<file path="src/rtl/rtcp_pkg.sv">
package rtcp_pkg;
    localparam int DW = 8;
    localparam int AW = 7;
    localparam int DEPTH = 1 << AW;

    localparam logic [AW-1:0] IX_RATE   = 7'h0A;
    localparam logic [AW-1:0] IX_ENABLE = 7'h0B;
    localparam logic [AW-1:0] IX_FLAGS  = 7'h0C;
    localparam logic [AW-1:0] IX_STATUS = 7'h0D;
    localparam logic [AW-1:0] IX_BOOT   = 7'h0F;

    localparam logic [DW-1:0] RATE_INIT   = 8'h26;
    localparam logic [DW-1:0] ENABLE_INIT = 8'h02;
    localparam logic [DW-1:0] STATUS_VAL  = 8'h80;
    localparam logic [DW-1:0] BOOT_KEEP   = 8'hFE;
    localparam logic [DW-1:0] WARM_CLR    = 8'h68;

    typedef enum logic [2:0] {
        SEL_NONE, SEL_RATE, SEL_ENABLE, SEL_FLAGS, SEL_STATUS, SEL_RAM
    } sel_e;

    typedef struct packed {
        logic            rd;
        logic            wr;
        sel_e            sel;
        logic [DW-1:0]   wdata;
    } acc_t;

    function automatic sel_e decode(input logic [AW-1:0] ix);
        case (ix)
            IX_RATE:   return SEL_RATE;
            IX_ENABLE: return SEL_ENABLE;
            IX_FLAGS:  return SEL_FLAGS;
            IX_STATUS: return SEL_STATUS;
            default:   return SEL_RAM;
        endcase
    endfunction
endpackage

</file>
<file path="src/rtl/rtcp_index.sv">
module rtcp_index
    import rtcp_pkg::*;
(
    input  logic          clk,
    input  logic          rst,
    input  logic          bus_en,
    input  logic          bus_wr,
    input  logic          bus_odd,
    input  logic [DW-1:0] bus_wdata,
    output logic [AW-1:0] index,
    output acc_t          acc
);
    logic [AW-1:0] idx_q;

    always_ff @(posedge clk) begin
        if (rst)
            idx_q <= '0;
        else if (bus_en && bus_wr && !bus_odd)
            idx_q <= bus_wdata[AW-1:0];
    end

    always_comb begin
        acc.rd    = bus_en && !bus_wr && bus_odd;
        acc.wr    = bus_en &&  bus_wr && bus_odd;
        acc.sel   = (bus_en && bus_odd) ? decode(idx_q) : SEL_NONE;
        acc.wdata = bus_wdata;
    end

    assign index = idx_q;

    p_index_load_r1: assert property (@(posedge clk) disable iff (rst)
        (bus_en && bus_wr && !bus_odd) |=> (index == $past(bus_wdata[AW-1:0])));
endmodule

</file>
<file path="src/rtl/rtcp_ram.sv">
module rtcp_ram
    import rtcp_pkg::*;
(
    input  logic          clk,
    input  logic          rst,
    input  logic          sys_rst,
    input  logic [AW-1:0] index,
    input  acc_t          acc,
    output logic [DW-1:0] rdata
);
    logic [DW-1:0] mem [DEPTH];

    always_ff @(posedge clk) begin
        if (rst) begin
            for (int i = 0; i < DEPTH; i++) mem[i] <= '0;
        end else if (sys_rst) begin
            if (mem[IX_BOOT] != BOOT_KEEP) mem[IX_BOOT] <= '0;
        end else if (acc.wr && acc.sel == SEL_RAM) begin
            mem[index] <= acc.wdata;
        end
    end

    assign rdata = mem[index];

    p_boot_keep_r10: assert property (@(posedge clk) disable iff (rst)
        (sys_rst && mem[IX_BOOT] == BOOT_KEEP) |=> (mem[IX_BOOT] == BOOT_KEEP));
    p_boot_clear_r10: assert property (@(posedge clk) disable iff (rst)
        (sys_rst && mem[IX_BOOT] != BOOT_KEEP) |=> (mem[IX_BOOT] == '0));
endmodule

</file>
<file path="src/rtl/rtcp_flags.sv">
module rtcp_flags
    import rtcp_pkg::*;
(
    input  logic          clk,
    input  logic          rst,
    input  logic          sys_rst,
    input  acc_t          acc,
    input  logic [2:0]    evt,
    output logic [DW-1:0] rate_q,
    output logic [DW-1:0] enable_q,
    output logic [DW-1:0] flags_q,
    output logic          irq
);
    logic          wr_rate, wr_en, rd_fl;
    logic [DW-1:0] fl_base, fl_next;
    logic [2:0]    fresh;

    assign wr_rate = acc.wr && acc.sel == SEL_RATE;
    assign wr_en   = acc.wr && acc.sel == SEL_ENABLE;
    assign rd_fl   = acc.rd && acc.sel == SEL_FLAGS;

    always_comb begin
        fl_base = rd_fl ? '0 : flags_q;
        fresh   = evt & ~fl_base[6:4];
        fl_next = fl_base;
        fl_next[6:4] = fl_base[6:4] | evt;
        if (wr_en)
            fl_next[7] = |(acc.wdata[6:4] & fl_next[6:4]);
        else
            fl_next[7] = fl_base[7] | |(fresh & enable_q[6:4]);
    end

    always_ff @(posedge clk) begin
        if (rst) begin
            rate_q   <= RATE_INIT;
            enable_q <= ENABLE_INIT;
            flags_q  <= '0;
        end else if (sys_rst) begin
            enable_q <= enable_q & ~WARM_CLR;
            flags_q  <= '0;
        end else begin
            if (wr_rate) rate_q <= acc.wdata;
            if (wr_en)   enable_q <= acc.wdata;
            flags_q <= fl_next;
        end
    end

    assign irq = flags_q[7];

    p_read_clears_r4: assert property (@(posedge clk) disable iff (rst)
        (rd_fl && evt == 3'b000) |=> (flags_q == '0 && !irq));
    p_only_new_enabled_r6: assert property (@(posedge clk) disable iff (rst)
        (!wr_en && !flags_q[7] && (evt & ~flags_q[6:4] & enable_q[6:4]) == 3'b000)
        |=> !irq);
    p_new_enabled_raises_r6: assert property (@(posedge clk) disable iff (rst)
        (!wr_en && !sys_rst && (evt & ~flags_q[6:4] & enable_q[6:4]) != 3'b000) |=> irq);
    p_enable_write_r7: assert property (@(posedge clk) disable iff (rst)
        (wr_en && !sys_rst && !rd_fl && (acc.wdata[6:4] & flags_q[6:4]) != 3'b000) |=> irq);
    p_flags_ro_r3: assert property (@(posedge clk) disable iff (rst)
        (acc.wr && acc.sel == SEL_FLAGS && evt == 3'b000 && !sys_rst) |=> $stable(flags_q));
    p_warm_reset_r9: assert property (@(posedge clk) disable iff (rst)
        sys_rst |=> (flags_q == '0 && (enable_q & WARM_CLR) == '0));
endmodule

</file>
<file path="src/rtl/rtc_regport.sv">
module rtc_regport
    import rtcp_pkg::*;
(
    input  logic          clk,
    input  logic          rst,
    input  logic          sys_rst,
    input  logic          bus_en,
    input  logic          bus_wr,
    input  logic          bus_odd,
    input  logic [7:0]    bus_wdata,
    output logic [7:0]    bus_rdata,
    input  logic          evt_periodic,
    input  logic          evt_alarm,
    input  logic          evt_update,
    output logic [7:0]    ctl_rate,
    output logic [7:0]    ctl_enable,
    output logic          irq
);
    logic [AW-1:0] index;
    acc_t          acc;
    logic [DW-1:0] ram_rd, flags_q;

    rtcp_index u_index (
        .clk(clk), .rst(rst), .bus_en(bus_en), .bus_wr(bus_wr),
        .bus_odd(bus_odd), .bus_wdata(bus_wdata), .index(index), .acc(acc)
    );

    rtcp_ram u_ram (
        .clk(clk), .rst(rst), .sys_rst(sys_rst), .index(index),
        .acc(acc), .rdata(ram_rd)
    );

    rtcp_flags u_flags (
        .clk(clk), .rst(rst), .sys_rst(sys_rst), .acc(acc),
        .evt({evt_periodic, evt_alarm, evt_update}),
        .rate_q(ctl_rate), .enable_q(ctl_enable), .flags_q(flags_q), .irq(irq)
    );

    always_comb begin
        if (!bus_odd) begin
            bus_rdata = 8'hFF;
        end else begin
            case (decode(index))
                SEL_RATE:   bus_rdata = ctl_rate;
                SEL_ENABLE: bus_rdata = ctl_enable;
                SEL_FLAGS:  bus_rdata = flags_q;
                SEL_STATUS: bus_rdata = STATUS_VAL;
                default:    bus_rdata = ram_rd;
            endcase
        end
    end

    p_even_read_r1: assert property (@(posedge clk) disable iff (rst)
        (bus_en && !bus_wr && !bus_odd) |-> (bus_rdata == 8'hFF));
    p_status_const_r3: assert property (@(posedge clk) disable iff (rst)
        (bus_en && !bus_wr && bus_odd && index == IX_STATUS) |-> (bus_rdata == STATUS_VAL));
endmodule

</file>
<file path="config.mk">
export PLATFORM = sky130hd
export DESIGN_NAME = rtc_regport
export DESIGN_NICKNAME = d
export VERILOG_FILES = /design/src/rtl/rtcp_pkg.sv /design/src/rtl/rtcp_index.sv /design/src/rtl/rtcp_ram.sv /design/src/rtl/rtcp_flags.sv /design/src/rtl/rtc_regport.sv
export SDC_FILE = /design/constraint.sdc
export NUM_CORES = 2
export LEC_CHECK = 0
export BUFFER_PORTS_ARGS = -buffer_cell sky130_fd_sc_hd__buf_2
export CAP_MARGIN = 20
export CELL_PAD_IN_SITES_DETAIL_PLACEMENT = 2
export CELL_PAD_IN_SITES_GLOBAL_PLACEMENT = 2
export CORE_ASPECT_RATIO = 0.7
export CORE_MARGIN = 2
export CORE_UTILIZATION = 47
export DETAILED_ROUTE_END_ITERATION = 10
export HOLD_SLACK_MARGIN = 0.05
export PLACE_DENSITY_LB_ADDON = 0.05
export SYNTH_ARGS = -nofsm -noshare
export SYNTH_HDL_FRONTEND = slang
export SYNTH_SLANG_ARGS = --single-unit
</file>
<file path="constraint.sdc">
create_clock -name clk -period 3.96 [get_ports clk]
set_input_delay 0.792 -clock clk [delete_from_list [all_inputs] [get_ports clk]]
set_output_delay 0.792 -clock clk [all_outputs]
set_load 0.005 [all_outputs]
</file>
==> flow_metrics.py <==
metrics = {
    "min_path": {
        "hold_class": "input pin to flop",
    },
    "setup_path": {
        "worstSetupStartpointType": "flop",
        "crit_buf_inv": 4,
        "cp.arrival_ps": 3650,
        "crit_required_ps": 3170,
        "rrSetupSlack_ps": 930,
        "cp-end-kind": "output port",
        "slowest_stage": "or4_4",
        "crit_fanout": 5,
        "slowest_delay_ps": 520,
        "critPathKind": "flop to output port",
        "crit_family": "multiplexers",
        "path_cells": "buf_4 > bufbuf_16 > mux4_2 > mux4_2 > nand3_1 > buf_4 > o311ai_2 > or4_4 > buf_6",
    },
    "final_layout": {
        "stdcell_area_sq_um": 54300,
        "fillCellCount": 8763,
        "final_nets": 3465,
        "area_delta_synth_final_pct": 16.5,
        "final_core_util_pct": 55.3,
        "drive_above_1_share_pct": 22.9,
    },
    "power": {
        "power.total_mw": 24.6,
        "p_switching_mw": 5.77,
        "p_int_mw": 18.9,
        "comb_power_share_pct": 6.7,
        "vdd_ir_drop_max_v": 0.000362,
        "swShare_pct": 23.4,
        "leakagePower_nw": 18.2,
        "seqPwrFrac_pct": 51.9,
        "p_per_area_nw_per_um2": 454,
        "p_clk_share_pct": 41.5,
    },
    "run": {
        "maxCapViolations": 0,
    },
    "timing": {
        "finalHoldViolations": 0,
        "fin_skew_ps": 19.3,
        "rsz0062_at_grt": "yes",
        "worstMarginPinSlew_ps": 1230,
        "fin_crit_sh_pct": 112,
        "relSlewSlack_pct": 17.9,
        "finalSetupTns_ps": -3420,
        "fmax_mhz": 225,
        "layout_min_cycle_time_ps": 4450,
        "drv_slew": 0,
        "setup_slack_ps": -487,
        "report.final.setup_viol": 8,
    },
    "placement": {
        "portBuffers": 41,
        "place_congestion": 0.870,
        "dpl.hpwl_mm": 114,
        "placed_cell_area_sq_um": 49400,
    },
    "synth": {
        "synth_cells": 3273,
        "synthArstFlopShare_pct": 0,
        "synth_area_leaders": "edfxtp_1 (66%), mux4_2 (13%), nor2_1 (8.4%)",
        "synth_seq_area_share_pct": 67.5,
        "yosys.area.top_type_share_pct": 66.0,
        "synth_top_cell_by_area": "edfxtp_1",
        "synth_flop_cell": "edfxtp_1",
        "syn_area_sq_um": 46600,
        "syn_area_per_cell_sq_um": 14.2,
        "synth.distinct_cells": 52,
        "synth_edf_count": 1024,
        "synth-seq-cells": 1058,
        "yosys_warnings": 0,
    },
    "die": {
        "boundaryPins": 42,
        "die_w_um": 380,
        "initial_core_util_pct": 47.4,
        "dieHeight_um": 267,
        "dieArea_sq_um": 102000,
        "num_rows": 96,
        "core_sq_um": 98100,
    },
    "grt": {
        "grt_util_all_layers_pct": 36.5,
        "grt_start_max_net_pins": 129,
        "grt_pass1_wl_mm": 261,
        "grt_pass1_vias": 33500,
        "antenna_found_initial": 13,
        "grt-ovfl-total": 0,
    },
    "route": {
        "top_layer": "met5",
        "dr.pass1.iters": 5,
        "drt-total-wl_mm": 186,
        "route.layer.met1.wl_mm": 74.6,
        "antenna_left": 0,
        "via_count": 31900,
        "wl_per_cell_um": 38.2,
        "met3_length_mm": 17.9,
        "drt-initial-drc-count": 4390,
        "drc": 0,
        "wl_met2_mm": 86.7,
        "viasPerCell": 6.56,
    },
    "clock_tree": {
        "postCtsHoldBufs": 0,
        "clock_latency_ps": 710,
        "clock_sinks": 1058,
        "cts-htree-levels": 3,
        "cts-root-buf": "clkbuf_16",
        "cts_buffers": 105,
        "clk_path_buf_depth": 3,
        "clk_pin_slew_ps": 70,
        "cts_tree": "done",
    },
    "outcome": {
        "violations": "setup timing",
        "status": "finished with violations",
    },
}
==> cells in the mapped netlist (all sizes together) (4+ instances only) <==
cell type and count:
a21oi 38, a21o 126, and2 5, edfxtp 1024
nor2b 26, mux2i 61, o21ai 12, clkbuf 201
mux4 268, nand2 166, nor4 10, a31oi 5
a22o 16, nand4 11, nor3 16, a211oi 19
o22ai 8, buf 69, a22oi 22, inv 7
nand3 16, or4 6, o221ai 8, a211o 4
dfxtp 34, nand2b 11, o32ai 4, nor2 1048
or2 5
==> per-layer routing <==
metal | vias up | global-route usage (%)
met3 | 373 | 8.54
met1 | 17200 | 50.7
met5 | - | 0
met2 | 1810 | 57.7
met4 | 14 | 11.1
li1 | 12500 | -
==> stage by stage <==
| stage | hold WS, ps | worst slack [ps] | std cells |
|---|---|---|---|
| 6_report | 387 | -487 | 4861 |
| 5_1_grt | 403 | -528 | 4860 |
| 4_1_cts | 348 | -473 | 4834 |
| 3_5_place_dp | 504 | -65.8 | 4590 |
| 3_3_place_gp | 481 | -3.92 | 4589 |
| 2_1_floorplan | 483 | 687 | 3304 |
==> final timing paths <==
path                                        start                  end  depth (start not counted)
worst min-delay path                   evt_update   u_flags.flags_q[4]                          3
worst max-delay path                         flop         bus_rdata[4]                          9
worst max register to register   u_index.index[4]  u_flags.enable_q[1]                          7
worst min register to register  u_flags.rate_q[2]    u_flags.rate_q[2]                          1
==> cells by family (layout without fill, tap and decap cells) <==
family	Yosys count	in the layout	synth area share, %
flops	1058	1058	67.5
simple gates	1331	1331	11.3
mux	331	331	14.3
buf+inv	278	511	2.63
other cells	1	33	0.00805
xor+xnor	1	1	0.0188
compound gates	273	273	4.20
==> cell type report <==
cell class / count / area, sq um / area share (%)
Clock inverter: 52 / 447 / 0.823
Timing Repair Buffer: 307 / 3250 / 5.99
Tap cell: 1323 / 1660 / 3.05
Inverter: 8 / 30.0 / 0.0554
Multi-Input combinational cell: 1968 / 14500 / 26.7
Clock buffer: 144 / 2920 / 5.38
Sequential cell: 1058 / 31400 / 58.0
Antenna cell: 1 / 2.50 / 0.00461
==> worst reg2reg max path, stage by stage, from the launching register on <==
cell and delay [ps]:
dfxtp_1 330, buf_4 210, or4b_1 840, nor3_1 360, nand2_1 370, nor2_1 420, nor2b_1 90, a211o_1 290
==> registers in the layout, indices dropped and copies added, names as in the netlist, named ones only <==
| signal | flops |
|---|---|
| u_ram.mem | 1024 |
| u_flags.enable_q | 8 |
| u_flags.rate_q | 8 |
| u_index.index | 7 |
| u_flags.flags_q | 4 |
==> repair_timing <==
item                                    in CTS  in global routing
pin swaps                                   15                 13
cloned                                      10                  2
resized for setup                           82                 37
buffers inserted                            39                 26
endpoints found under the setup margin       8                  8
==> cell usage in the layout (no fill, tap or decap), drive strengths merged, types with 12 or more instances in the layout <==
cell	Yosys	layout
mux2i	61	61
mux4	268	268
nor2b	26	26
a22o	16	16
edfxtp	1024	1024
a21oi	38	38
nor2	1048	1048
buf	69	301
nand3	16	16
clkinv	1	43
clkbuf	201	146
nand2	166	166
a21o	126	126
o21ai	12	12
conb	1	32
nor3	16	16
a22oi	22	22
a211oi	19	19
dfxtp	34	34
==> power by group through the flow <==
| stage | logic, mW | registers [mW] | clock network, mW |
|---|---|---|---|
| after floorplan | 0.803 | 12.9 | 0 |
| after global placement | 1.41 | 13.0 | 0 |
| after detailed placement | 1.45 | 13.0 | 0 |
| after CTS | 1.57 | 12.8 | 10.2 |
| after global routing | 1.68 | 12.8 | 10.6 |
| final | 1.64 | 12.8 | 10.2 |
(Power assumes the default switching activity.)
